File: src/rtl/intc_pkg.sv
package intc_pkg;

   localparam int unsigned IPI_COUNT = 4;
   localparam int unsigned PRIO_W    = 4;

   // byte addresses
   localparam logic [31:0] A_FEAT  = 32'h000;
   localparam logic [31:0] A_GCONF = 32'h004;
   localparam logic [31:0] A_SPUR  = 32'h008;
   localparam logic [31:0] A_IPIVP = 32'h010;
   localparam logic [31:0] A_TASK  = 32'h080;
   localparam logic [31:0] A_ACK   = 32'h084;
   localparam logic [31:0] A_EOI   = 32'h088;
   localparam logic [31:0] A_WHO   = 32'h08C;
   localparam logic [31:0] A_DISP  = 32'h0C0;
   localparam logic [31:0] A_SRC   = 32'h100;

   typedef struct packed {
      logic              mask;
      logic              level;
      logic              act_hi;
      logic [PRIO_W-1:0] prio;
      logic [7:0]        vec;
   } chan_cfg_t;

   function automatic logic [31:0] pack_cfg(chan_cfg_t c, logic active);
      logic [31:0] w;
      w       = '0;
      w[31]   = c.mask;
      w[30]   = active;
      w[17]   = c.level;
      w[16]   = c.act_hi;
      w[11:8] = c.prio;
      w[7:0]  = c.vec;
      return w;
   endfunction

   function automatic chan_cfg_t unpack_cfg(logic [31:0] w);
      chan_cfg_t c;
      c.mask   = w[31];
      c.level  = w[17];
      c.act_hi = w[16];
      c.prio   = w[11:8];
      c.vec    = w[7:0];
      return c;
   endfunction

endpackage

File: src/rtl/intc_channel.sv
module intc_channel
   import intc_pkg::*;
#(
   parameter bit         IS_IPI  = 1'b0,
   parameter logic [7:0] RST_VEC = 8'd0
) (
   input  logic        clk,
   input  logic        rst_n,
   input  logic        soft_rst,
   input  logic        cfg_we,
   input  logic [31:0] cfg_wdata,
   input  logic        trig,
   input  logic        ack,
   output chan_cfg_t   cfg,
   output logic        pend
);

   localparam chan_cfg_t RST_CFG = '{mask: 1'b1, level: 1'b0, act_hi: 1'b0,
                                     prio: '0, vec: RST_VEC};

   always_ff @(posedge clk or negedge rst_n) begin
      if (!rst_n)        cfg <= RST_CFG;
      else if (soft_rst) cfg <= RST_CFG;
      else if (cfg_we)   cfg <= unpack_cfg(cfg_wdata);
   end

   generate
      if (IS_IPI) begin : g_ipi
         logic latch;
         always_ff @(posedge clk or negedge rst_n) begin
            if (!rst_n)        latch <= 1'b0;
            else if (soft_rst) latch <= 1'b0;
            else if (trig)     latch <= 1'b1;
            else if (ack)      latch <= 1'b0;
         end
         assign pend = latch;
      end else begin : g_ext
         logic in_q, latch, now_act, was_act;
         assign now_act = (trig == cfg.act_hi);
         assign was_act = (in_q == cfg.act_hi);
         always_ff @(posedge clk or negedge rst_n) begin
            if (!rst_n) in_q <= 1'b0;
            else        in_q <= trig;
         end
         always_ff @(posedge clk or negedge rst_n) begin
            if (!rst_n)                                latch <= 1'b0;
            else if (soft_rst || cfg.level)            latch <= 1'b0;
            else if (now_act && !was_act)              latch <= 1'b1;
            else if (ack)                              latch <= 1'b0;
         end
         assign pend = cfg.level ? was_act : latch;
      end
   endgenerate

   // a written mask is visible on the next cycle
   assert_mask_visible_R2: assert property (@(posedge clk) disable iff (!rst_n)
      (cfg_we && !soft_rst) |=> (cfg.mask == $past(cfg_wdata[31])));

endmodule

File: src/rtl/intc_arbiter.sv
module intc_arbiter
   import intc_pkg::*;
#(
   parameter int unsigned NCH = 12,
   localparam int unsigned IW = $clog2(NCH)
) (
   input  logic [NCH-1:0]        elig,
   input  logic [NCH*PRIO_W-1:0] prio_flat,
   output logic                  valid,
   output logic [IW-1:0]         idx,
   output logic [PRIO_W-1:0]     best
);

   always_comb begin
      valid = 1'b0;
      idx   = '0;
      best  = '0;
      // scan downward so that on ties the lower index overwrites
      for (int i = NCH - 1; i >= 0; i--) begin
         if (elig[i] && (!valid || prio_flat[i*PRIO_W +: PRIO_W] >= best)) begin
            valid = 1'b1;
            idx   = IW'(i);
            best  = prio_flat[i*PRIO_W +: PRIO_W];
         end
      end
   end

endmodule

File: src/rtl/intc_isr_stack.sv
module intc_isr_stack
   import intc_pkg::*;
#(
   parameter int unsigned DEPTH = 15,
   localparam int unsigned SPW = $clog2(DEPTH + 1)
) (
   input  logic              clk,
   input  logic              rst_n,
   input  logic              push,
   input  logic              pop,
   input  logic [PRIO_W-1:0] push_prio,
   output logic [PRIO_W-1:0] top
);

   logic [PRIO_W-1:0] mem [DEPTH];
   logic [SPW-1:0]    sp;
   logic              room;

   assign room = (sp < SPW'(DEPTH));

   always_ff @(posedge clk or negedge rst_n) begin
      if (!rst_n)                    sp <= '0;
      else if (push && room)         sp <= sp + 1'b1;
      else if (pop && sp != '0)      sp <= sp - 1'b1;
   end

   always_ff @(posedge clk) begin
      if (push && room) mem[sp] <= push_prio;
   end

   assign top = (sp == '0) ? '0 : mem[sp - 1'b1];

   // a push lands on the top
   assert_push_top_R7: assert property (@(posedge clk) disable iff (!rst_n)
      (push && room) |=> (top == $past(push_prio)));
   // strictly rising priorities never exhaust the stack
   assert_no_overflow_R7: assert property (@(posedge clk) disable iff (!rst_n)
      push |-> room);
   // a pop removes exactly one entry
   assert_pop_depth_R8: assert property (@(posedge clk) disable iff (!rst_n)
      (pop && !push && sp != '0) |=> (sp == $past(sp) - 1'b1));

endmodule

File: src/rtl/prio_intc.sv
module prio_intc
   import intc_pkg::*;
#(
   parameter int unsigned NUM_SRC      = 8,
   parameter int unsigned ADDR_W       = 12,
   parameter int unsigned ISR_DEPTH    = 15,
   parameter int unsigned RESET_CYCLES = 4,
   parameter int unsigned VERSION      = 3
) (
   input  logic               clk,
   input  logic               rst_n,
   input  logic [NUM_SRC-1:0] src_in,
   input  logic               bus_wr,
   input  logic               bus_rd,
   input  logic [ADDR_W-1:0]  bus_addr,
   input  logic [31:0]        bus_wdata,
   output logic [31:0]        bus_rdata,
   output logic               irq_out
);

   localparam int unsigned NCH = IPI_COUNT + NUM_SRC;
   localparam int unsigned IW  = $clog2(NCH);
   localparam int unsigned CW  = $clog2(RESET_CYCLES + 1);

   generate
      if (NUM_SRC < 1 || NUM_SRC > 240)
         $error("prio_intc: NUM_SRC out of range");
      if (ADDR_W < 9 || ADDR_W > 31 || (256 + NUM_SRC * 16) > (1 << ADDR_W))
         $error("prio_intc: ADDR_W cannot cover the map");
      if (ISR_DEPTH < 15)
         $error("prio_intc: ISR_DEPTH must hold every priority level");
      if (RESET_CYCLES < 1)
         $error("prio_intc: RESET_CYCLES must be at least 1");
      if (VERSION < 1 || VERSION > 3)
         $error("prio_intc: unknown VERSION code");
   endgenerate

   // ---------------- address decode ----------------
   logic [31:0] au, src_off;
   logic [1:0]  ipi_vp_i, ipi_dp_i;
   logic        ipi_vp_hit, ipi_dp_hit, src_hit;

   assign au         = {{(32 - ADDR_W){1'b0}}, bus_addr};
   assign src_off    = (au - A_SRC) >> 4;
   assign ipi_vp_i   = 2'(((au - A_IPIVP) >> 4));
   assign ipi_dp_i   = au[5:4];
   assign ipi_vp_hit = (au >= A_IPIVP) && (au < A_IPIVP + 32'h40) && (au[3:0] == 4'h0);
   assign ipi_dp_hit = (au >= A_DISP) && (au < A_DISP + 32'h40) && (au[3:0] == 4'h0);
   assign src_hit    = (au >= A_SRC) && (src_off < NUM_SRC) && (au[3:0] == 4'h0);

   // ---------------- global registers ----------------
   logic [CW-1:0]       rst_cnt;
   logic                busy;
   logic [PRIO_W-1:0]   task_q;
   logic [7:0]          spur_q;

   assign busy = (rst_cnt != '0);

   always_ff @(posedge clk or negedge rst_n) begin
      if (!rst_n)                                          rst_cnt <= '0;
      else if (busy)                                       rst_cnt <= rst_cnt - 1'b1;
      else if (bus_wr && au == A_GCONF && bus_wdata[0])    rst_cnt <= CW'(RESET_CYCLES);
   end

   always_ff @(posedge clk or negedge rst_n) begin
      if (!rst_n) begin
         task_q <= '1;
         spur_q <= 8'hFF;
      end else if (bus_wr) begin
         if (au == A_TASK) task_q <= bus_wdata[PRIO_W-1:0];
         if (au == A_SPUR) spur_q <= bus_wdata[7:0];
      end
   end

   // ---------------- channels ----------------
   chan_cfg_t             cfg_a [NCH];
   logic [NCH-1:0]        pend_v, mask_v, ack_v;
   logic [NCH*PRIO_W-1:0] prio_flat;
   logic                  best_valid, qualify, take;
   logic [IW-1:0]         best_idx;
   logic [PRIO_W-1:0]     best_prio, isr_top;

   generate
      for (genvar c = 0; c < NCH; c++) begin : g_ch
         logic we, trig;
         if (c < IPI_COUNT) begin : g_ipi_ch
            assign we   = bus_wr && ipi_vp_hit && (ipi_vp_i == 2'(c));
            assign trig = bus_wr && ipi_dp_hit && (ipi_dp_i == 2'(c)) && bus_wdata[0] && !busy;
         end else begin : g_ext_ch
            assign we   = bus_wr && src_hit && (src_off == 32'(c - IPI_COUNT));
            assign trig = src_in[c - IPI_COUNT];
         end
         intc_channel #(
            .IS_IPI  (c < IPI_COUNT),
            .RST_VEC ((c < IPI_COUNT) ? 8'(NUM_SRC + c) : 8'(c - IPI_COUNT))
         ) u_ch (
            .clk       (clk),
            .rst_n     (rst_n),
            .soft_rst  (busy),
            .cfg_we    (we),
            .cfg_wdata (bus_wdata),
            .trig      (trig),
            .ack       (ack_v[c]),
            .cfg       (cfg_a[c]),
            .pend      (pend_v[c])
         );
         assign mask_v[c]                    = cfg_a[c].mask;
         assign prio_flat[c*PRIO_W +: PRIO_W] = cfg_a[c].prio;
         assign ack_v[c]                     = take && (best_idx == IW'(c));
      end
   endgenerate

   intc_arbiter #(.NCH(NCH)) u_arb (
      .elig      (pend_v & ~mask_v),
      .prio_flat (prio_flat),
      .valid     (best_valid),
      .idx       (best_idx),
      .best      (best_prio)
   );

   assign qualify = best_valid && (best_prio > task_q) && (best_prio > isr_top);
   assign take    = bus_rd && (au == A_ACK) && qualify;
   assign irq_out = qualify;

   intc_isr_stack #(.DEPTH(ISR_DEPTH)) u_stk (
      .clk       (clk),
      .rst_n     (rst_n),
      .push      (take),
      .pop       (bus_wr && au == A_EOI),
      .push_prio (best_prio),
      .top       (isr_top)
   );

   // ---------------- read mux ----------------
   logic [IW-1:0] rd_ch;

   always_comb begin
      rd_ch     = ipi_vp_hit ? IW'(ipi_vp_i) : IW'(src_off + IPI_COUNT);
      bus_rdata = '0;
      if (au == A_FEAT)       bus_rdata = {8'(VERSION), 8'd0, 16'(NUM_SRC - 1)};
      else if (au == A_GCONF) bus_rdata = {31'd0, busy};
      else if (au == A_SPUR)  bus_rdata = {24'd0, spur_q};
      else if (au == A_TASK)  bus_rdata = {{(32 - PRIO_W){1'b0}}, task_q};
      else if (au == A_ACK)   bus_rdata = {24'd0, qualify ? cfg_a[best_idx].vec : spur_q};
      else if (ipi_vp_hit || src_hit)
                              bus_rdata = pack_cfg(cfg_a[rd_ch], pend_v[rd_ch]);
   end

   // the top task priority holds everything off
   assert_task_blocks_R5: assert property (@(posedge clk) disable iff (!rst_n)
      (task_q == '1) |-> !irq_out);
   // when the soft reset ends every channel is masked
   assert_reset_masks_R11: assert property (@(posedge clk) disable iff (!rst_n)
      $fell(busy) |-> (&mask_v));

endmodule

File: config.mk
export PLATFORM = sky130hd
export DESIGN_NAME = prio_intc
export DESIGN_NICKNAME = d
export VERILOG_FILES = /design/src/rtl/intc_pkg.sv /design/src/rtl/intc_channel.sv /design/src/rtl/intc_arbiter.sv /design/src/rtl/intc_isr_stack.sv /design/src/rtl/prio_intc.sv
export SDC_FILE = /design/constraint.sdc
export NUM_CORES = 1
export LEC_CHECK = 0
export BUFFER_PORTS_ARGS = -buffer_cell sky130_fd_sc_hd__buf_4
export CAP_MARGIN = 10
export CORE_MARGIN = 1
export CORE_UTILIZATION = 58
export CTS_BUF_LIST = sky130_fd_sc_hd__clkbuf_4
export DETAILED_ROUTE_END_ITERATION = 10
export PLACE_DENSITY = 0.79
export SLEW_MARGIN = 20
export SYNTH_ARGS = -nofsm -noshare
export SYNTH_HDL_FRONTEND = slang
export SYNTH_HIERARCHICAL = 1
export SYNTH_SLANG_ARGS = --single-unit
File: constraint.sdc
create_clock -name clk -period 23 [get_ports clk]
set_input_delay 3.45 -clock clk [delete_from_list [all_inputs] [get_ports clk]]
set_output_delay 3.45 -clock clk [all_outputs]
set_load 0.005 [all_outputs]
# Word level (Yosys, flattened, before mapping)
# Memories as Yosys holds them, arrays and structs flattened.
# Index checks and enable logic that the tools add are counted.
totals:
  regBits: 219
  latchBits: 0
  ramBits: 60
  rom_bits: 0
  input_bits: 56
  out_inout_bits: 33
  elab_cells: 440
  memories: 1
memory_table:
  columns: ["memory", "words", "word_bits", "rd", "rd_clocked_by_memory_dff", "wr", "line", "text"]
  rows:
  - ["u_stk.mem", 15, 4, 1, 0, 1, "intc_isr_stack.sv:15", "logic [PRIO_W-1:0] mem [DEPTH];"]
classes:
  n_addsub: 6
  mul: 0
  div_mod_pow: 0
  order_cmp: 23
  n_eq_ne: 45
  shifts: 0
  n_mux: 127
  bitwise_logic: 4
  reduce_logical: 150
op_table:
  columns: ["cell", "n"]
  rows:
  - ["2-to-1 mux 15 bit", 26]
  - ["2-to-1 mux 32 bit", 6]
  - ["binary-select mux 15 bit (select 4 bit)", 2]
  - ["equality test 28 x 3 -> 1 bit (second input constant)", 4]
  - ["2-to-1 mux 4 bit", 28]
  - ["logical AND 1 bit", 73]
  - ["zero test 32 bit", 2]
  - ["2-to-1 mux 1 bit", 59]
  - ["equality test 28 x 2 -> 1 bit (second input constant)", 2]
  - [">= comparator 4 bit", 11]
  - ["nonzero test 3 bit", 13]
  - ["equality test 12 x 8 -> 1 bit (second input constant)", 3]
  - ["equality test 28 x 1 -> 1 bit (second input constant)", 1]
  - ["< comparator 28 x 4 -> 1 bit (second input constant)", 1]
  - ["nonzero test 2 bit", 14]
  - ["2-to-1 mux 8 bit", 3]
  - ["zero test 1 bit", 20]
  - ["logical OR 1 bit", 20]
  - ["equality test 1 bit", 16]
  - ["equality test 4 x 3 -> 1 bit (second input constant)", 4]
  - ["equality test 4 bit (second input constant)", 4]
  - ["subtractor 12 x 9 -> 13 bit (second input constant)", 1]
  - ["AND 12 bit", 1]
  - ["equality test 12 x 3 -> 1 bit (second input constant)", 1]
  - ["other kinds (27)", 40]

# Longest topological paths before layout
# Gate-level depths: netlist (run 1).
logic_depth:
  depth_word: 58
  ltp_mapped: 99
  depth_no_buf: 93

# By module
# The synthesis (run 1) kept the hierarchy.
by_module_without_submodules:
  columns: ["module", "n_inst", "cells_each", "area_each_um2", "seq_area_each_um2"]
  rows:
  - ["prio_intc", 1, 584, 4680.7, 390.4]
  - ["intc_isr_stack", 1, 167, 2766.4, 1901.8]
  - ["intc_arbiter", 1, 305, 2179.6, 0.0]
  - ["intc_channel at g_ch[10].u_ch ...", 3, 57, 711.9, 429.2]
  - ["intc_channel at g_ch[5].u_ch ...", 3, 57, 709.4, 427.9]
  - ["intc_channel at g_ch[1].u_ch ...", 2, 53, 669.4, 404.1]
  - ["intc_channel at g_ch[11].u_ch", 1, 57, 714.4, 430.4]
  - ["intc_channel at g_ch[4].u_ch", 1, 57, 706.9, 426.7]
  - ["intc_channel at g_ch[3].u_ch", 1, 53, 673.1, 405.4]
  - ["intc_channel at g_ch[0].u_ch", 1, 53, 666.9, 402.9]

# Least setup slack after synthesis (run 1)
# No wires, ideal clock.
synth_path:
  kind: "reg2out"
  from: "reg g_ch[11].u_ch/cfg[12] in the netlist's numbering"
  to: "out bus_rdata[3]"
  t_arrival_ps: 18317
  t_required_ps: 19550
  slack_ps: 1233
  path_stages_with_launch: 94
  n_path_buf: 6
  cell_sequence: "dfrtp_1 -> xnor2_1 -> mux2_2 -> nor2b_1 -> buf_6 -> and2_1 -> ha_1 -> nor2b_1 -> o21ai_1 -> a21o_1 -> a21bo_2 -> nand2_1 -> ha_1 -> nand2b_1 -> a31oi_1 -> o21a_1 -> nor2_1 -> a31oi_1 -> (+58 left out) -> a31oi_1 -> ha_1 -> nand2b_1 -> a21o_1 -> a21oi_1 -> nor2b_1 -> o31ai_1 -> mux2_2 -> a41oi_1 -> inv_1 -> ha_1 -> nand4_1 -> nand3_1 -> a221oi_1 -> clkbuf_1 -> o21ai_0 -> a222oi_1 -> o22ai_1"
synth_rtl:
  columns: ["element", "line", "text"]
  rows:
  - ["start, declared", "intc_channel.sv:14", "output chan_cfg_t cfg,"]
  - ["start signal, assigned", "intc_channel.sv:24", "else if (cfg_we) cfg <= unpack_cfg(cfg_wdata);"]
  - ["equality test 1 bit (*)", "intc_channel.sv:40", "assign was_act = (in_q == cfg.act_hi);"]
  - ["2-to-1 mux 1 bit (*)", "intc_channel.sv:51", "assign pend = cfg.level ? was_act : latch;"]
  - ["named net pend_v[11]", "prio_intc.sv:77", "logic [NCH-1:0] pend_v, mask_v, ack_v;"]
  - ["AND 12 bit (*)", "prio_intc.sv:114", ".elig (pend_v & ~mask_v),"]
  - ["2-to-1 mux 4 bit or 2-to-1 mux 1 bit (tied branches)", "intc_arbiter.sv:20", "if (elig[i] && (!valid || prio_flat[i*PRIO_W +: PRIO_W] >= best)) begin"]
  - [">= comparator 4 bit or zero test 1 bit (tied branches)", "intc_arbiter.sv:20", null]
  - ["logical OR 1 bit", "intc_arbiter.sv:20", null]
  - ["logical AND 1 bit", "intc_arbiter.sv:20", null]
  - ["(+41 left out)", null, null]
  - ["named net best_prio[0]", "prio_intc.sv:81", "logic [PRIO_W-1:0] best_prio, isr_top;"]
  - ["(+2 left out)", null, null]
  - ["logical AND 1 bit (*)", "prio_intc.sv:121", "assign qualify = best_valid && (best_prio > task_q) && (best_prio > isr_top);"]
  - ["named net irq_out", "prio_intc.sv:18", "output logic irq_out"]
  - ["2-to-1 mux 8 bit (*)", "prio_intc.sv:144", "else if (au == A_ACK) bus_rdata = {24'd0, qualify ? cfg_a[best_idx].vec : spur_q};"]
  - ["2-to-1 mux 32 bit (*)", "prio_intc.sv:144", null]
  - ["2-to-1 mux 32 bit (*)", "prio_intc.sv:143", "else if (au == A_TASK) bus_rdata = {{(32 - PRIO_W){1'b0}}, task_q};"]
  - ["2-to-1 mux 32 bit (*)", "prio_intc.sv:142", "else if (au == A_SPUR) bus_rdata = {24'd0, spur_q};"]
  - ["2-to-1 mux 32 bit (*)", "prio_intc.sv:141", "else if (au == A_GCONF) bus_rdata = {31'd0, busy};"]
  - ["2-to-1 mux 32 bit (*)", "prio_intc.sv:140", "if (au == A_FEAT) bus_rdata = {8'(VERSION), 8'd0, 16'(NUM_SRC - 1)};"]
  - ["end, declared", "prio_intc.sv:17", "output logic [31:0] bus_rdata,"]
# The timed path passes the listed nets; every way through them passes the cells marked *. The select of a mux whose other input is x is not followed.

# Worst setup path in the final report (run 1)
layout_path:
  from: "reg g_ch[11].u_ch/cfg[12] in the netlist's numbering"
  to: "out bus_rdata[2]"
layout_rtl:
  columns: ["element", "line"]
  rows:
  - ["equality test 1 bit (*)", "intc_channel.sv:40"]
  - ["2-to-1 mux 1 bit (*)", "intc_channel.sv:51"]
  - ["named net pend_v[11]", "prio_intc.sv:77"]
  - ["AND 12 bit (*)", "prio_intc.sv:114"]
  - ["2-to-1 mux 4 bit or 2-to-1 mux 1 bit (tied branches)", "intc_arbiter.sv:20"]
  - [">= comparator 4 bit or zero test 1 bit (tied branches)", "intc_arbiter.sv:20"]
  - ["logical OR 1 bit", "intc_arbiter.sv:20"]
  - ["logical AND 1 bit", "intc_arbiter.sv:20"]
  - ["(+41 left out)", null]
  - ["named net best_prio[1]", "prio_intc.sv:81"]
  - ["(+1 left out)", null]
  - ["logical AND 1 bit", "prio_intc.sv:121"]
  - ["logical AND 1 bit (*)", "prio_intc.sv:121"]
  - ["2-to-1 mux 8 bit (*)", "prio_intc.sv:144"]
  - ["2-to-1 mux 32 bit (*)", "prio_intc.sv:144"]
  - ["2-to-1 mux 32 bit (*)", "prio_intc.sv:143"]
  - ["2-to-1 mux 32 bit (*)", "prio_intc.sv:142"]
  - ["2-to-1 mux 32 bit (*)", "prio_intc.sv:141"]
  - ["2-to-1 mux 32 bit (*)", "prio_intc.sv:140"]
# Marks and branches as above.

==> impl_metrics.toml, run 1 <==
[sta]
timing.final.max_slew_violations = 0
clock_skew_ns = 0.0403
final_report_setup_violation_count = 0
max_freq_ghz = 0.0449
tightest_slew_ns = 1.13
finalHoldViolCount = 0
max-slew-margin-rel_pct = 24.5
period_minus_slack_ns = 22.27
portion_of_the_clock_cycle_consumed_by_the_worst_path_in_the_final_layout_pct = 96.8

[power]
power_density_of_the_placed_cells_nw_per_um2 = 55.2
power.sequential.fraction_pct = 46.2
sw_frac_of_total_pct = 28.5
p_clk_share_pct = 42.9
power.leakage_nw = 7.71
cell_internal_pwr_w = 0.000794
power.share.combinational_pct = 10.9
net-switching-power_w = 0.000316
worst_ir_drop_on_vdd_mv = 0.0434

[synthesis]
ys_warnings = 6
synthesis.area_per_instance_um2 = 10.4
synthDominantCellAreaShare_pct = 24.3
ys_async_sr_fraction_pct = 78.5
synth_top_family_by_area = "multiplexers"
synth_fa_ha_area_share_pct = 4.59
netlist_instances = 1724
compound_gate_fraction_of_synth_area_pct = 12.5
post_synth_and_or_nand_nor_area_fraction_pct = 15.6
sequential_share_of_the_synthesized_area_pct = 40.8
synthDistinctLibCells = 93
synth.area.mux_share_pct = 20.6
synth_top_flop_cell = "sky130_fd_sc_hd__dfrtp_1"
post_synth_xor_area_fraction_pct = 0.828
syn-cell-area_um2 = 18000
synthDominantAreaCellType = "sky130_fd_sc_hd__dfrtp_1"
synth.top_cells.by_area = "sky130_fd_sc_hd__dfrtp_1 24%, sky130_fd_sc_hd__mux2i_1 13%, sky130_fd_sc_hd__edfxtp_1 10%, sky130_fd_sc_hd__dfstp_2 6.4%, sky130_fd_sc_hd__mux4_2 5.6%"
synth-seq-cells = 279
synth-edff-count = 60

[status]
run_status = "completed"

[critical_path]
crit_path_end_kind = "primary output"
timing.critical_path.fanout_max = 12
critPathKind = "reg2out"
cpMaxStageDelayCell = "sky130_fd_sc_hd__dfrtp_1"
worstPathRequired_ns = 19.55
timing.critical_path.slowest_cell_delay_ns = 0.41
critical_path_arrival_ns = 18.82
timing.critical_path.from_type = "flop"
path_delay_family = "compound AO/OA/AOI/OAI gates"
critical_path.n_buffers_inverters = 10
critical_path.most_common_cell = "sky130_fd_sc_hd__ha_1"

[finish]
final_cells = 2281
final_nets = 1942
drive_above_1_share_pct = 24.1
areaGrowthSynthToFinish_pct = 11.8
mostFrequentLayoutCells = "230 x sky130_fd_sc_hd__mux2i_1, 217 x sky130_fd_sc_hd__nor2_1, 175 x sky130_fd_sc_hd__dfrtp_1"
filler_cell_count = 2335
mostFrequentLayoutCell = "sky130_fd_sc_hd__mux2i_1"
layout.cell_area.non_filler_um2 = 20100

[route]
drt-initial-drc-count = 1496
drt-wirelength-per-cell_um = 22.2
route.detailed.vias_per_inst = 6.45
via_count = 14702
wl_um = 50700
ant_nets = 0
drc = 0
drtPass1Iterations = 6

[placed_design]
place_congestion = 0.943
placedCellCount = 2110
place.detailed.hpwl_um = 33900
post_dp_cell_area_um2 = 18600
place.port_buffers = 57

[floorplan]
num_rows = 64
start_util_pct = 58.8
die_area_um2 = 31700
fp.dieH_um = 178
floorplan.die.width_um = 178
top_level_ports = 89
core_area_um2 = 30600

[global_routing]
grt-ovfl-total = 0
gr-usage-all-layers_pct = 32.2
first_global_vias = 14291
grt_start_max_net_pins = 108
antenna_found_initial = 2
grt_first_pass_wirelength_um = 78200

[flow_run]
max_cap_violations = 0

[worst_hold_path]
holdCritPathClass = "reg2reg"

[clock_network]
worst_setup_hold_path_clk_slew_ns = 0.06
cts_made_buffers = 77
tritoncts_num_sinks = 279
ctsRootBufferMaster = "sky130_fd_sc_hd__clkbuf_4"
insertion_delay_of_the_later_clocked_pin_in_the_worst_skew_pair_ns = 0.73
ctsHtreeMaxLevel = 3
cts.path.max_buffers = 3
cts_tree = "built"
worst register-to-register path: cells and delay by family (launching register included):
| family | cells | cell delay [ns] |
|---|---|---|
| AO/OA/AOI/OAI | 36 | 6.88 |
| AND/OR/NAND/NOR | 32 | 4.99 |
| adder cells (fa/ha/maj) | 12 | 3.03 |
| multiplexers | 6 | 1.85 |
| buffers and inverters | 9 | 1.45 |
| flip-flops | 1 | 0.41 |
| XOR/XNOR | 1 | 0.13 |
sequential cells by signal, indices dropped and copies added, names as in the netlist:
name,cells
g_ch.u_ch/pend,4
u_stk/mem,60
spur_q,8
task_q,4
g_ch.u_ch/g_ext.in_q,8
u_stk/sp,4
g_ch.u_ch/cfg,180
g_ch.u_ch/g_ext.latch,8
rst_cnt,3
final cells by class:
class,instances,area [um2],share of cell area [%]
inverters,55,211,1.05
diodes,2,5.00,0.0249
well taps,396,495,2.46
repair buffers,122,943,4.69
clock inverters,23,143,0.709
multi-input cells,1285,10100,50.1
flip-flops and latches,279,7340,36.5
clock buffers,119,893,4.44
worst paths after layout:
kind	slack, ns	cells after the start	from	end
max in group asynchronous	18.14	3	rst_n	g_ch[2].u_ch/cfg[12]$_DFFE_PN0P_
setup reg to reg	3.91	96	g_ch[11].u_ch/cfg[12]$_DFFE_PN0P_	u_stk/mem[3][2]$_DFFE_PP_
setup / recovery	0.73	97	g_ch[11].u_ch/cfg[12]$_DFFE_PN0P_	bus_rdata[2]
min in group asynchronous	2.73	1	rst_n	u_stk/sp[0]$_DFFE_PN0P_
hold reg to reg	0.50	1	rst_cnt[0]$_DFFE_PN0P_	rst_cnt[0]$_DFFE_PN0P_
hold / removal	0.50	1	rst_cnt[0]$_DFFE_PN0P_	rst_cnt[0]$_DFFE_PN0P_
what timing repair did:
item / CTS / global route
hold buffers: 0 / 0
buffers inserted: 4 / 23
pin swaps: 3 / 18
gates cloned: 0 / 0
resized for setup: 8 / 45
setup endpoints to repair: 9 / 9
per-layer routing:
layer	vias up	part of all wire (%)	global-route usage, %
li1	6533	-	-
met1	7243	41	43.3
met2	759	48	50.9
met3	167	8.1	5.80
met4	0	3.5	14.1
met5	-	0	0
synth_stat cells (all sizes together), types with 27 or more instances:
library cell  instances
inv                  54
a211o                38
ha                   66
mux2i               232
nor2                230
mux4                 45
clkbuf               47
edfxtp               60
nand2               121
nand2b               32
dfrtp               175
o21ai                42
nor2b                59
dfstp                44
mux2                 33
buf                  71
nor3                 27
a21oi                54
power by group through the flow:
stage | clock, W | sequential (W) | combinational [W]
finish | 0.000477 | 0.000513 | 0.000121
global route | 0.000512 | 0.000514 | 0.000129
CTS | 0.000486 | 0.000513 | 0.000118
detailed placement | 0 | 0.000523 | 0.000118
global placement | 0 | 0.000522 | 0.000115
floorplan | 0 | 0.000522 | 0.0000802
stage by stage:
step                      util (%)  hold WS [ns]  setup WS [ns]  power (W)  TNS (ns)
after floorplan                  -         0.461           1.23   0.000602         0
after global placement        60.9         0.479          0.314   0.000637         0
after detailed placement      60.9         0.496         -0.189   0.000641    -0.452
final                         65.8         0.499          0.725    0.00111         0
after global routing          65.8         0.523         -0.238    0.00116     -1.34
after CTS                     64.4         0.491         0.0102    0.00112         0
kinds of logic (layout without fill, tap and decap cells):
group,Yosys count,count (layout)
and+or+nand+nor,577,577
buffers and inverters,173,319
xor gates and xnor gates,14,14
adders and majority gates,66,66
AOI/OAI and AO/OA,304,304
muxes,310,310
DFF,279,279
other,1,16
Power figures use the tool's default switching activity.
==> run 2, diff against run 1 <==
--- a/config.mk
+++ b/config.mk
@@ -5,12 +5,12 @@
 export SDC_FILE = /design/constraint.sdc
 export NUM_CORES = 1
 export LEC_CHECK = 0
-export BUFFER_PORTS_ARGS = -buffer_cell sky130_fd_sc_hd__buf_4
 export CAP_MARGIN = 10
 export CORE_MARGIN = 1
-export CORE_UTILIZATION = 58
+export CORE_UTILIZATION = 60
 export CTS_BUF_LIST = sky130_fd_sc_hd__clkbuf_4
 export DETAILED_ROUTE_END_ITERATION = 10
+export DONT_BUFFER_PORTS = 1
 export PLACE_DENSITY = 0.79
 export SLEW_MARGIN = 20
 export SYNTH_ARGS = -nofsm -noshare
==> impl_metrics.toml, run 2 (same netlist as run 1, synthesis figures left out) <==
[route]
drt-wirelength-per-cell_um = 22.8
route.detailed.vias_per_inst = 6.55
drtPass1Iterations = 8
via_count = 14431
ant_nets = 0
drc = 1
wl_um = 50300
drt-initial-drc-count = 1559

[critical_path]
critical_path.most_common_cell = "sky130_fd_sc_hd__ha_1"
timing.critical_path.slowest_cell_delay_ns = 0.46
timing.critical_path.fanout_max = 12
critical_path_arrival_ns = 18.82
timing.critical_path.from_type = "flop"
cpMaxStageDelayCell = "sky130_fd_sc_hd__o21ai_1"
crit_path_end_kind = "primary output"
worstPathRequired_ns = 19.55
critPathKind = "reg2out"

[clock_network]
tritoncts_num_sinks = 279
insertion_delay_of_the_later_clocked_pin_in_the_worst_skew_pair_ns = 0.72
ctsHtreeMaxLevel = 3
cts_made_buffers = 74
ctsRootBufferMaster = "sky130_fd_sc_hd__clkbuf_4"
cts_tree = "built"
worst_setup_hold_path_clk_slew_ns = 0.07
cts.path.max_buffers = 3

[sta]
final.setup.worst_slack_ns = 0.735
max-slew-margin-rel_pct = 23.5
period_minus_slack_ns = 22.27
tightest_slew_ns = 1.14
max_freq_ghz = 0.0449
timing.final.max_slew_violations = 0
finalHoldViolCount = 0
portion_of_the_clock_cycle_consumed_by_the_worst_path_in_the_final_layout_pct = 96.8
tns_ns = 0
clock_skew_ns = 0.0501
final_report_setup_violation_count = 0

[global_routing]
gr-usage-all-layers_pct = 32.8
antenna_found_initial = 3
first_global_vias = 14147
grt_first_pass_wirelength_um = 77900
grt_start_max_net_pins = 220
grt-ovfl-total = 0

[floorplan]
num_rows = 63
start_util_pct = 60.9
core_area_um2 = 29600
fp.dieH_um = 175
die_area_um2 = 30700
floorplan.die.width_um = 175
top_level_ports = 89

[worst_hold_path]
holdCritPathClass = "reg2reg"

[finish]
multi_input_gate_area_um2 = 10000
top_regs = "g_ch.u_ch/cfg: 180 flops, u_stk/mem: 60 flops"
sequential_cell_area_um2 = 7340
filler_cell_count = 2296
mostFrequentLayoutCell = "sky130_fd_sc_hd__mux2i_1"
layout.cell_area.non_filler_um2 = 19500
number_of_flip_flops_in_the_largest_register = 180
drive_above_1_share_pct = 20.7
largest-register = "g_ch.u_ch/cfg"
finish.utilization_pct = 66.0
mostFrequentLayoutCells = "230 x sky130_fd_sc_hd__mux2i_1, 219 x sky130_fd_sc_hd__nor2_1, 175 x sky130_fd_sc_hd__dfrtp_1"
final_nets = 1876
areaGrowthSynthToFinish_pct = 8.45

[placed_design]
place_congestion = 0.962
post_dp_cell_area_um2 = 18200
place.port_buffers = 0
pre_cts_ws_ns = 0.224
place.detailed.hpwl_um = 33300

[status]
failed_checks = "design-rule violations"
run_status = "finished, violations left"

[flow_run]
max_cap_violations = 0

[power]
worst_ir_drop_on_vdd_mv = 0.0487
power.leakage_nw = 7.34
power_density_of_the_placed_cells_nw_per_um2 = 54.5
[run 2: cell types whose count changed in the layout (fill, tap and decap cells not counted), moves of 3 or more]
cell / change
sky130_fd_sc_hd__buf_4: -62
sky130_fd_sc_hd__clkbuf_4: -9
sky130_fd_sc_hd__o21a_2: +3
sky130_fd_sc_hd__o21a_4: -3
[run 2: routing by layer]
metal / part of all wire (%) / GRT usage, % / up-vias
met5: 0 / 0 / -
met1: 40 / 42.9 / 7106
met4: 4.3 / 16.2 / 0
li1: - / - / 6405
met3: 9.4 / 7.64 / 163
met2: 47 / 51.2 / 757
[run 2: where the power goes]
group,internal [W],switching [W],total [W]
logic,0.0000215,0.0000744,0.0000959
clock network,0.000242,0.000213,0.000455
registers,0.000510,0.00000356,0.000513
total,0.000773,0.000291,0.00106
[run 2: final timing paths]
path                                                    from                                   end  slack (ns)  depth (start not counted)
hold reg to reg             g_ch[7].u_ch/cfg[13]$_DFFE_PN0P_  g_ch[7].u_ch/g_ext.latch$_DFFE_PN0P_        0.49                          1
max in group asynchronous                              rst_n      g_ch[3].u_ch/cfg[14]$_DFFE_PN1P_       20.04                          0
hold / removal              g_ch[7].u_ch/cfg[13]$_DFFE_PN0P_  g_ch[7].u_ch/g_ext.latch$_DFFE_PN0P_        0.49                          1
min in group asynchronous                              rst_n                rst_cnt[1]$_DFFE_PN0P_        2.47                          0
setup reg to reg           g_ch[11].u_ch/cfg[12]$_DFFE_PN0P_             u_stk/mem[2][0]$_DFFE_PP_        3.64                         93
setup / recovery           g_ch[11].u_ch/cfg[12]$_DFFE_PN0P_                          bus_rdata[1]        0.73                         92
[run 2: layout make-up]
cell class | instances | area share [%]
timing repair buffer | 59 | 2.42
antenna | 2 | 0.0257
inverter | 55 | 1.08
multi-input combinational | 1285 | 51.4
clock buffer | 110 | 4.23
sequential | 279 | 37.6
tap | 390 | 2.50
clock inverter | 23 | 0.757
[run 2: metrics by stage]
step | instances | total power, W | hold slack, ns
2_1_floorplan | 1737 | 0.000602 | 0.461
3_3_place_gp | 2050 | 0.000614 | 0.479
3_5_place_dp | 2050 | 0.000615 | 0.492
4_1_cts | 2184 | 0.00107 | 0.501
5_1_grt | 2203 | 0.00110 | 0.515
6_report | 2203 | 0.00106 | 0.492
[run 2: worst max-delay path, delay by kind of cell (launching register included)]
kind            cells  cell delay, ns
compound gates     36            6.94
xor+xnor            1            0.14
fa+ha+maj          12            3.19
buf+inv             7            1.11
flops               1            0.43
mux                 7            2.39
simple gates       29            3.90
[run 2: repair_timing]
| action | CTS | global route |
|---|---|---|
| gates resized for setup | 5 | 30 |
| hold buffers | 0 | 0 |
| setup endpoints to repair | 9 | 9 |
| buffers inserted | 1 | 17 |
| pin swaps | 1 | 16 |
